==> src/rtl/tlb_pkg.sv <==
package tlb_pkg;

    // Response state: what the previous cycle's lookup produced
    typedef enum logic [1:0] {
        RSP_IDLE = 2'd0,
        RSP_HIT  = 2'd1,
        RSP_MISS = 2'd2
    } rsp_state_e;

endpackage

==> src/rtl/tlb_cam.sv <==
module tlb_cam #(
    parameter int N      = 8,
    parameter int VPN_W  = 20,
    parameter int ASID_W = 8,
    parameter int IDX_W  = (N > 1) ? $clog2(N) : 1
) (
    input  logic [N-1:0]             ent_valid,
    input  logic [N-1:0][VPN_W-1:0]  ent_vpn,
    input  logic [N-1:0][ASID_W-1:0] ent_asid,
    input  logic [VPN_W-1:0]         q_vpn,
    input  logic [ASID_W-1:0]        q_asid,
    output logic [N-1:0]             hit_vec,
    output logic [IDX_W-1:0]         hit_idx,
    output logic                     any_hit
);

    // One comparator per slot: valid, page and identifier must all agree
    genvar g;
    generate
        for (g = 0; g < N; g++) begin : g_cmp
            assign hit_vec[g] = ent_valid[g]
                              && (ent_vpn[g] == q_vpn)
                              && (ent_asid[g] == q_asid);
        end
    endgenerate

    assign any_hit = |hit_vec;

    // Encoder; at most one bit is set, lowest index wins otherwise
    always_comb begin
        hit_idx = '0;
        for (int i = N - 1; i >= 0; i--) begin
            if (hit_vec[i]) hit_idx = IDX_W'(i);
        end
    end

endmodule

==> src/rtl/tlb_lru.sv <==
module tlb_lru #(
    parameter int N     = 8,
    parameter int IDX_W = (N > 1) ? $clog2(N) : 1
) (
    input  logic             clk,
    input  logic             rst_n,
    input  logic             touch_en,
    input  logic [IDX_W-1:0] touch_idx,
    output logic [IDX_W-1:0] lru_idx
);

    // Each slot carries an age; ages always form a permutation of 0..N-1.
    // Age 0 is the most recent use, age N-1 the oldest.
    logic [N-1:0][IDX_W-1:0] age_q;
    logic [N-1:0][IDX_W-1:0] age_d;
    logic [IDX_W-1:0]        ref_age;

    assign ref_age = age_q[touch_idx];

    always_comb begin
        age_d = age_q;
        if (touch_en) begin
            for (int i = 0; i < N; i++) begin
                if (IDX_W'(i) == touch_idx)
                    age_d[i] = '0;
                else if (age_q[i] < ref_age)
                    age_d[i] = age_q[i] + IDX_W'(1);
            end
        end
    end

    always_ff @(posedge clk) begin
        if (!rst_n) begin
            for (int i = 0; i < N; i++) age_q[i] <= IDX_W'(i);
        end else begin
            age_q <= age_d;
        end
    end

    always_comb begin
        lru_idx = '0;
        for (int i = 0; i < N; i++) begin
            if (age_q[i] == IDX_W'(N - 1)) lru_idx = IDX_W'(i);
        end
    end

    // Ages stay distinct
    logic [N-1:0] age_seen;
    always_comb begin
        age_seen = '0;
        for (int i = 0; i < N; i++) begin
            if (int'(age_q[i]) < N) age_seen[age_q[i]] = 1'b1;
        end
    end

    p_age_perm_r7: assert property (@(posedge clk) disable iff (!rst_n)
        $countones(age_seen) == N);

    // A slot just used is never the next eviction choice
    p_touch_not_old_r7: assert property (@(posedge clk) disable iff (!rst_n)
        touch_en |=> (lru_idx != $past(touch_idx)));

endmodule

==> src/rtl/tlb_victim.sv <==
module tlb_victim #(
    parameter int N     = 8,
    parameter int IDX_W = (N > 1) ? $clog2(N) : 1
) (
    input  logic             clk,
    input  logic             rst_n,
    input  logic [N-1:0]     ent_valid,
    input  logic             dup_any,
    input  logic [IDX_W-1:0] dup_idx,
    input  logic [IDX_W-1:0] lru_idx,
    output logic [IDX_W-1:0] victim_idx
);

    logic             have_free;
    logic [IDX_W-1:0] free_idx;

    assign have_free = ~&ent_valid;

    always_comb begin
        free_idx = '0;
        for (int i = N - 1; i >= 0; i--) begin
            if (!ent_valid[i]) free_idx = IDX_W'(i);
        end
    end

    // Same mapping first, then an empty slot, then the oldest slot
    always_comb begin
        if (dup_any)        victim_idx = dup_idx;
        else if (have_free) victim_idx = free_idx;
        else                victim_idx = lru_idx;
    end

    p_free_first_r6: assert property (@(posedge clk) disable iff (!rst_n)
        (!dup_any && have_free) |-> !ent_valid[victim_idx]);

    p_dup_target_r8: assert property (@(posedge clk) disable iff (!rst_n)
        dup_any |-> ent_valid[victim_idx]);

endmodule

==> src/rtl/asid_tlb.sv <==
module asid_tlb #(
    parameter int ENTRIES = 8,
    parameter int VPN_W   = 20,
    parameter int PFN_W   = 16,
    parameter int ASID_W  = 8
) (
    input  logic              clk,
    input  logic              rst_n,
    input  logic              lk_valid,
    input  logic [VPN_W-1:0]  lk_vpn,
    input  logic [ASID_W-1:0] lk_asid,
    output logic              rsp_hit,
    output logic              rsp_miss,
    output logic [PFN_W-1:0]  rsp_pfn,
    input  logic              fill_valid,
    input  logic [VPN_W-1:0]  fill_vpn,
    input  logic [ASID_W-1:0] fill_asid,
    input  logic [PFN_W-1:0]  fill_pfn,
    input  logic              flush_all,
    input  logic              flush_asid_valid,
    input  logic [ASID_W-1:0] flush_asid
);
    import tlb_pkg::*;

    localparam int IDX_W = (ENTRIES > 1) ? $clog2(ENTRIES) : 1;

    // Slot storage
    logic [ENTRIES-1:0]             valid_q;
    logic [ENTRIES-1:0][VPN_W-1:0]  vpn_q;
    logic [ENTRIES-1:0][ASID_W-1:0] asid_q;
    logic [ENTRIES-1:0][PFN_W-1:0]  pfn_q;

    // Lookup search
    logic [ENTRIES-1:0] lk_hit_vec;
    logic [IDX_W-1:0]   lk_hit_idx;
    logic               lk_any;

    tlb_cam #(.N(ENTRIES), .VPN_W(VPN_W), .ASID_W(ASID_W), .IDX_W(IDX_W)) u_lk_cam (
        .ent_valid (valid_q),
        .ent_vpn   (vpn_q),
        .ent_asid  (asid_q),
        .q_vpn     (lk_vpn),
        .q_asid    (lk_asid),
        .hit_vec   (lk_hit_vec),
        .hit_idx   (lk_hit_idx),
        .any_hit   (lk_any)
    );

    // Refill search for an existing copy of the same mapping
    logic [ENTRIES-1:0] dup_vec;
    logic [IDX_W-1:0]   dup_idx;
    logic               dup_any;

    tlb_cam #(.N(ENTRIES), .VPN_W(VPN_W), .ASID_W(ASID_W), .IDX_W(IDX_W)) u_fill_cam (
        .ent_valid (valid_q),
        .ent_vpn   (vpn_q),
        .ent_asid  (asid_q),
        .q_vpn     (fill_vpn),
        .q_asid    (fill_asid),
        .hit_vec   (dup_vec),
        .hit_idx   (dup_idx),
        .any_hit   (dup_any)
    );

    // Replacement
    logic             fill_acc;
    logic             touch_en;
    logic [IDX_W-1:0] touch_idx;
    logic [IDX_W-1:0] lru_idx;
    logic [IDX_W-1:0] victim_idx;

    assign fill_acc  = fill_valid && !flush_all && !flush_asid_valid;
    assign touch_en  = fill_acc || (lk_valid && lk_any);
    assign touch_idx = fill_acc ? victim_idx : lk_hit_idx;

    tlb_lru #(.N(ENTRIES), .IDX_W(IDX_W)) u_lru (
        .clk       (clk),
        .rst_n     (rst_n),
        .touch_en  (touch_en),
        .touch_idx (touch_idx),
        .lru_idx   (lru_idx)
    );

    tlb_victim #(.N(ENTRIES), .IDX_W(IDX_W)) u_victim (
        .clk        (clk),
        .rst_n      (rst_n),
        .ent_valid  (valid_q),
        .dup_any    (dup_any),
        .dup_idx    (dup_idx),
        .lru_idx    (lru_idx),
        .victim_idx (victim_idx)
    );

    // Selective flush match
    logic [ENTRIES-1:0] kill_vec;
    genvar g;
    generate
        for (g = 0; g < ENTRIES; g++) begin : g_kill
            assign kill_vec[g] = (asid_q[g] == flush_asid);
        end
    endgenerate

    // Slot update: flushes take precedence and drop a concurrent refill
    always_ff @(posedge clk) begin
        if (!rst_n) begin
            valid_q <= '0;
            vpn_q   <= '0;
            asid_q  <= '0;
            pfn_q   <= '0;
        end else if (flush_all) begin
            valid_q <= '0;
        end else if (flush_asid_valid) begin
            valid_q <= valid_q & ~kill_vec;
        end else if (fill_valid) begin
            valid_q[victim_idx] <= 1'b1;
            vpn_q[victim_idx]   <= fill_vpn;
            asid_q[victim_idx]  <= fill_asid;
            pfn_q[victim_idx]   <= fill_pfn;
        end
    end

    // Response state machine: state register
    rsp_state_e       rsp_state_q;
    rsp_state_e       rsp_state_d;
    logic [PFN_W-1:0] rsp_pfn_q;

    always_comb begin
        rsp_state_d = RSP_IDLE;
        if (lk_valid) rsp_state_d = lk_any ? RSP_HIT : RSP_MISS;
    end

    always_ff @(posedge clk) begin
        if (!rst_n) begin
            rsp_state_q <= RSP_IDLE;
            rsp_pfn_q   <= '0;
        end else begin
            rsp_state_q <= rsp_state_d;
            rsp_pfn_q   <= (lk_valid && lk_any) ? pfn_q[lk_hit_idx] : '0;
        end
    end

    // Response state machine: outputs
    always_comb begin
        rsp_hit  = 1'b0;
        rsp_miss = 1'b0;
        unique case (rsp_state_q)
            RSP_IDLE: ;
            RSP_HIT:  rsp_hit  = 1'b1;
            RSP_MISS: rsp_miss = 1'b1;
            default:  ;
        endcase
    end

    assign rsp_pfn = rsp_pfn_q;

    // Assertions
    p_req_answers_r2: assert property (@(posedge clk) disable iff (!rst_n)
        lk_valid |=> (rsp_hit ^ rsp_miss));

    p_idle_quiet_r2: assert property (@(posedge clk) disable iff (!rst_n)
        !lk_valid |=> (!rsp_hit && !rsp_miss));

    p_miss_zero_r4: assert property (@(posedge clk) disable iff (!rst_n)
        rsp_miss |-> (rsp_pfn == '0));

    p_single_copy_r8: assert property (@(posedge clk) disable iff (!rst_n)
        $onehot0(lk_hit_vec));

    p_fill_lands_r5: assert property (@(posedge clk) disable iff (!rst_n)
        fill_acc |=> valid_q[$past(victim_idx)]);

    p_flush_all_r9: assert property (@(posedge clk) disable iff (!rst_n)
        flush_all |=> (valid_q == '0));

    p_flush_sel_r10: assert property (@(posedge clk) disable iff (!rst_n)
        (flush_asid_valid && !flush_all) |=> (valid_q == $past(valid_q & ~kill_vec)));

    p_flush_drops_fill_r11: assert property (@(posedge clk) disable iff (!rst_n)
        (fill_valid && (flush_all || flush_asid_valid)) |=> ($stable(vpn_q) && $stable(pfn_q)));

endmodule

==> config.mk <==
export PLATFORM = sky130hd
export DESIGN_NAME = asid_tlb
export DESIGN_NICKNAME = d
export VERILOG_FILES = /design/src/rtl/tlb_pkg.sv /design/src/rtl/tlb_cam.sv /design/src/rtl/tlb_lru.sv /design/src/rtl/tlb_victim.sv /design/src/rtl/asid_tlb.sv
export SDC_FILE = /design/constraint.sdc
export NUM_CORES = 2
export LEC_CHECK = 0
export BUFFER_PORTS_ARGS = -buffer_cell sky130_fd_sc_hd__buf_2
export CAP_MARGIN = 25
export CORE_MARGIN = 2
export CORE_UTILIZATION = 50
export CTS_CLUSTER_SIZE = 10
export DETAILED_ROUTE_END_ITERATION = 10
export PLACE_DENSITY = 0.65
export SYNTH_ARGS = -nofsm -noshare
export SYNTH_HDL_FRONTEND = slang
export SYNTH_HIERARCHICAL = 1
export SYNTH_SLANG_ARGS = --single-unit
==> constraint.sdc <==
create_clock -name clk -period 5.4 [get_ports clk]
set_input_delay 0.54 -clock clk [delete_from_list [all_inputs] [get_ports clk]]
set_output_delay 0.54 -clock clk [all_outputs]
set_load 0.01 [all_outputs]
==> results.toml <==
[detailed_routing]
ant_nets = 0
remaining_drc_errors = 14
drt_iter0_drc = 2339
first_pass_iters = 9
vias = 20985
wl_per_cell_um = 23.9
wirelength_mm = 86.0
post_drt_via_cell_ratio = 5.83

[cts]
clk_pin_slew_ns = 0.06
cts_made_buffers = 48
htree_levels = 2
clk_latency_ns = 0.60
postCtsSetupRepairBufs = 0
root_buffer = "clkbuf_16"
cts_hold_buf = 0
cts_tree = "yes"
cts_max_path_buffers = 3
cts_num_sinks = 402
cts_resized = 0

[layout]
synthToLayoutAreaGrowth_pct = 13.5
stdcell_count = 3601
drive_gt1_share_pct = 15.4
mostFrequentLayoutCells = "nand2_1 (754), dfxtp_1 (402), xnor2_1 (293)"
multi_input_area_um2 = 14200
fin_nets = 3091
num-fill-cells = 4291
design_area_um2 = 26900
final_common_cell = "nand2_1"
final-seq-area_um2 = 8050

[grt]
grt_overflow = 0
grt_pass1_wl_mm = 126
grt_util_all_layers_pct = 34.0
grt_pass1_vias = 19791
grt_start_max_net_pins = 162
antenna_found_initial = 1

[synthesis]
synth_edf_count = 0
ys_warn_count = 6
ys_seq_elements = 402
yosys_most_used_dff = "dfxtp_1"
syn_area_um2 = 23700
yosysSeqAreaShare_pct = 33.9
synthArstFlopShare_pct = 0
synthCells = 2841
syn_area_per_cell_um2 = 8.35
syn_nets = 2958
yosysUniqueCellTypes = 72

[timing]
drv_slew = 0
rsz0062_at_grt = "no"
worst_slew_pin_slew_ns = 1.00
fin_skew_ns = 0.0254
period_needed_ns = 5.16
fin_crit_sh_pct = 95.5
holdWs_ns = 0.239
hold_viol = 0
setup_viol = 0
fmax_mhz = 194
slew_headroom_pct = 33.3

[floorplanning]
coreArea_um2 = 46700
start_util_pct = 50.8
die_h_um = 222
die-width_um = 222
die_area_um2 = 49200
row_count = 79
io_pins = 104

[outcome]
violations = "design-rule violations"
outcome = "complete, but fails checks"

[power]
pwr-share-comb_pct = 10.3
p_switching_mw = 1.72
p_per_area_nw_per_um2 = 247
ir_drop_uv = 222
fin_total_pwr_mw = 6.64
p_seq_share_pct = 45.1
power_frac_clock_pct = 44.6
swShare_pct = 25.9
p_leak_nw = 9.57
p_int_mw = 4.92

[worst_hold_path]
min_path_type = "input pin to flip-flop"

[worst_setup_path]
end_kind = "flip-flop"
crit_fanout = 5
cp_data_arrival_time_ns = 5.62
cp-start-kind = "flip-flop"
required_ns = 5.87
critPathKind = "flip-flop to flip-flop"

[placement]
dpl_cell_area_um2 = 25500
dp_hpwl_mm = 60.4
gp_congestion = 0.981
placed_cells = 3530
port_buffers = 103

[run]
maxCapViolations = 0
-- Yosys cell counts (3+ instances only) --
cell type | n | area share (%)
nor3_1 | 30 | 0.63
a211o_1 | 3 | 0.11
o21a_1 | 3 | 0.095
and3_1 | 19 | 0.50
nand3b_1 | 6 | 0.19
o41ai_1 | 3 | 0.11
nor2_1 | 19 | 0.30
a22oi_1 | 16 | 0.51
dfxtp_1 | 402 | 34
inv_2 | 3 | 0.047
o21ai_0 | 7 | 0.15
xnor2_2 | 8 | 0.55
clkbuf_1 | 79 | 1.3
buf_2 | 102 | 2.2
buf_6 | 29 | 1.4
buf_4 | 37 | 1.2
mux4_2 | 4 | 0.38
ha_1 | 31 | 1.6
mux2i_1 | 60 | 2.5
xnor2_1 | 294 | 11
a31oi_1 | 5 | 0.13
xor2_1 | 206 | 7.6
nand3_1 | 32 | 0.68
nand4_1 | 79 | 2.1
nor4_4 | 4 | 0.36
a21oi_1 | 43 | 0.91
nor4_1 | 52 | 1.4
nand4_2 | 3 | 0.16
o21ai_1 | 6 | 0.13
nand2_1 | 760 | 12
mux2_2 | 3 | 0.14
a211oi_1 | 20 | 0.63
and2_1 | 7 | 0.18
nand2b_1 | 4 | 0.11
buf_1 | 4 | 0.063
inv_1 | 14 | 0.22
a21boi_1 | 162 | 5.1
a31oi_4 | 3 | 0.27
or3_1 | 5 | 0.13
a311o_1 | 4 | 0.17
or4_4 | 6 | 0.28
nor2b_1 | 28 | 0.74
a21boi_0 | 194 | 6.1
-- worst max-delay path: stages, from the launching register on --
cell and delay, ns:
dfxtp_1 0.43, xnor2_2 0.14, nand4_1 0.20, or4_4 0.60, o41ai_1 0.44, a21oi_1 0.14, o31ai_2 0.21, mux2i_1 0.13
a41oi_2 0.28, mux2_4 0.28, mux4_2 0.52, mux2i_2 0.19, ha_1 0.27, a211o_1 0.26, a211oi_1 0.30, a32oi_2 0.17
buf_4 0.18, o211ai_1 0.19, o41ai_1 0.10
-- stage by stage --
step | util (%) | setup TNS (ns) | worst slack [ns]
floorplan | - | 0 | 0.0674
global placement | 54.6 | -4.55 | -0.317
detailed placement | 54.6 | -6.26 | -0.397
CTS | 57.6 | 0 | 0.118
global route | 57.7 | 0 | 0.0757
finish | 57.7 | 0 | 0.244
-- cells by family after synthesis --
kind of cell	Yosys count	share of synthesized area, %
AND/OR/NAND/NOR	1073	20.5
XOR/XNOR	508	19.0
AO/OA/AOI/OAI	491	15.5
flip-flops	402	33.9
buffers and inverters	268	6.28
multiplexers	68	3.12
adder cells (fa/ha/maj)	31	1.64
-- cell type report --
cell class | count | area share (%)
Multi-Input combinational cell | 2171 | 52.9
Sequential cell | 402 | 29.9
Timing Repair Buffer | 334 | 9.03
Clock buffer | 63 | 4.82
Tap cell | 607 | 2.82
Clock inverter | 6 | 0.237
Inverter | 17 | 0.237
Antenna cell | 1 | 0.00930
-- worst paths after layout --
| check | from | to | slack [ns] | cells after the start |
|---|---|---|---|---|
| max | vpn_q[146] | u_lru/age_q[2] | 0.24 | 18 |
| min | lk_valid | rsp_state_q[1] | 0.24 | 3 |
| max reg2reg | vpn_q[146] | u_lru/age_q[2] | 0.24 | 18 |
| min reg2reg | pfn_q[4] | pfn_q[4] | 0.45 | 2 |
-- layer usage --
layer / vias up / GRT usage, % / part of all wire (%) / wire length, um
met5: - / 0 / 0.015 / 13
met4: 2 / 11.9 / 3.5 / 3020
met3: 188 / 7.85 / 9.7 / 8330
met2: 921 / 52.1 / 43 / 37200
met1: 10167 / 46.9 / 43 / 37400
li1: 9707 / - / - / -
-- flip-flops by register name, summed over array words and instances, names as in the netlist --
register     count
vpn_q          160
u_lru/age_q     24
rsp_pfn         16
rsp_state_q      2
valid_q          8
asid_q          64
pfn_q          128
-- power by group through the flow --
stage | logic [mW] | clock network (mW) | registers (mW)
global placement | 0.657 | 0 | 3.06
global route | 0.710 | 3.10 | 2.99
floorplan | 0.419 | 0 | 3.05
detailed placement | 0.660 | 0 | 3.06
finish | 0.684 | 2.96 | 2.99
CTS | 0.663 | 3.00 | 2.99
Note: power is estimated with default switching activity, not from simulation.
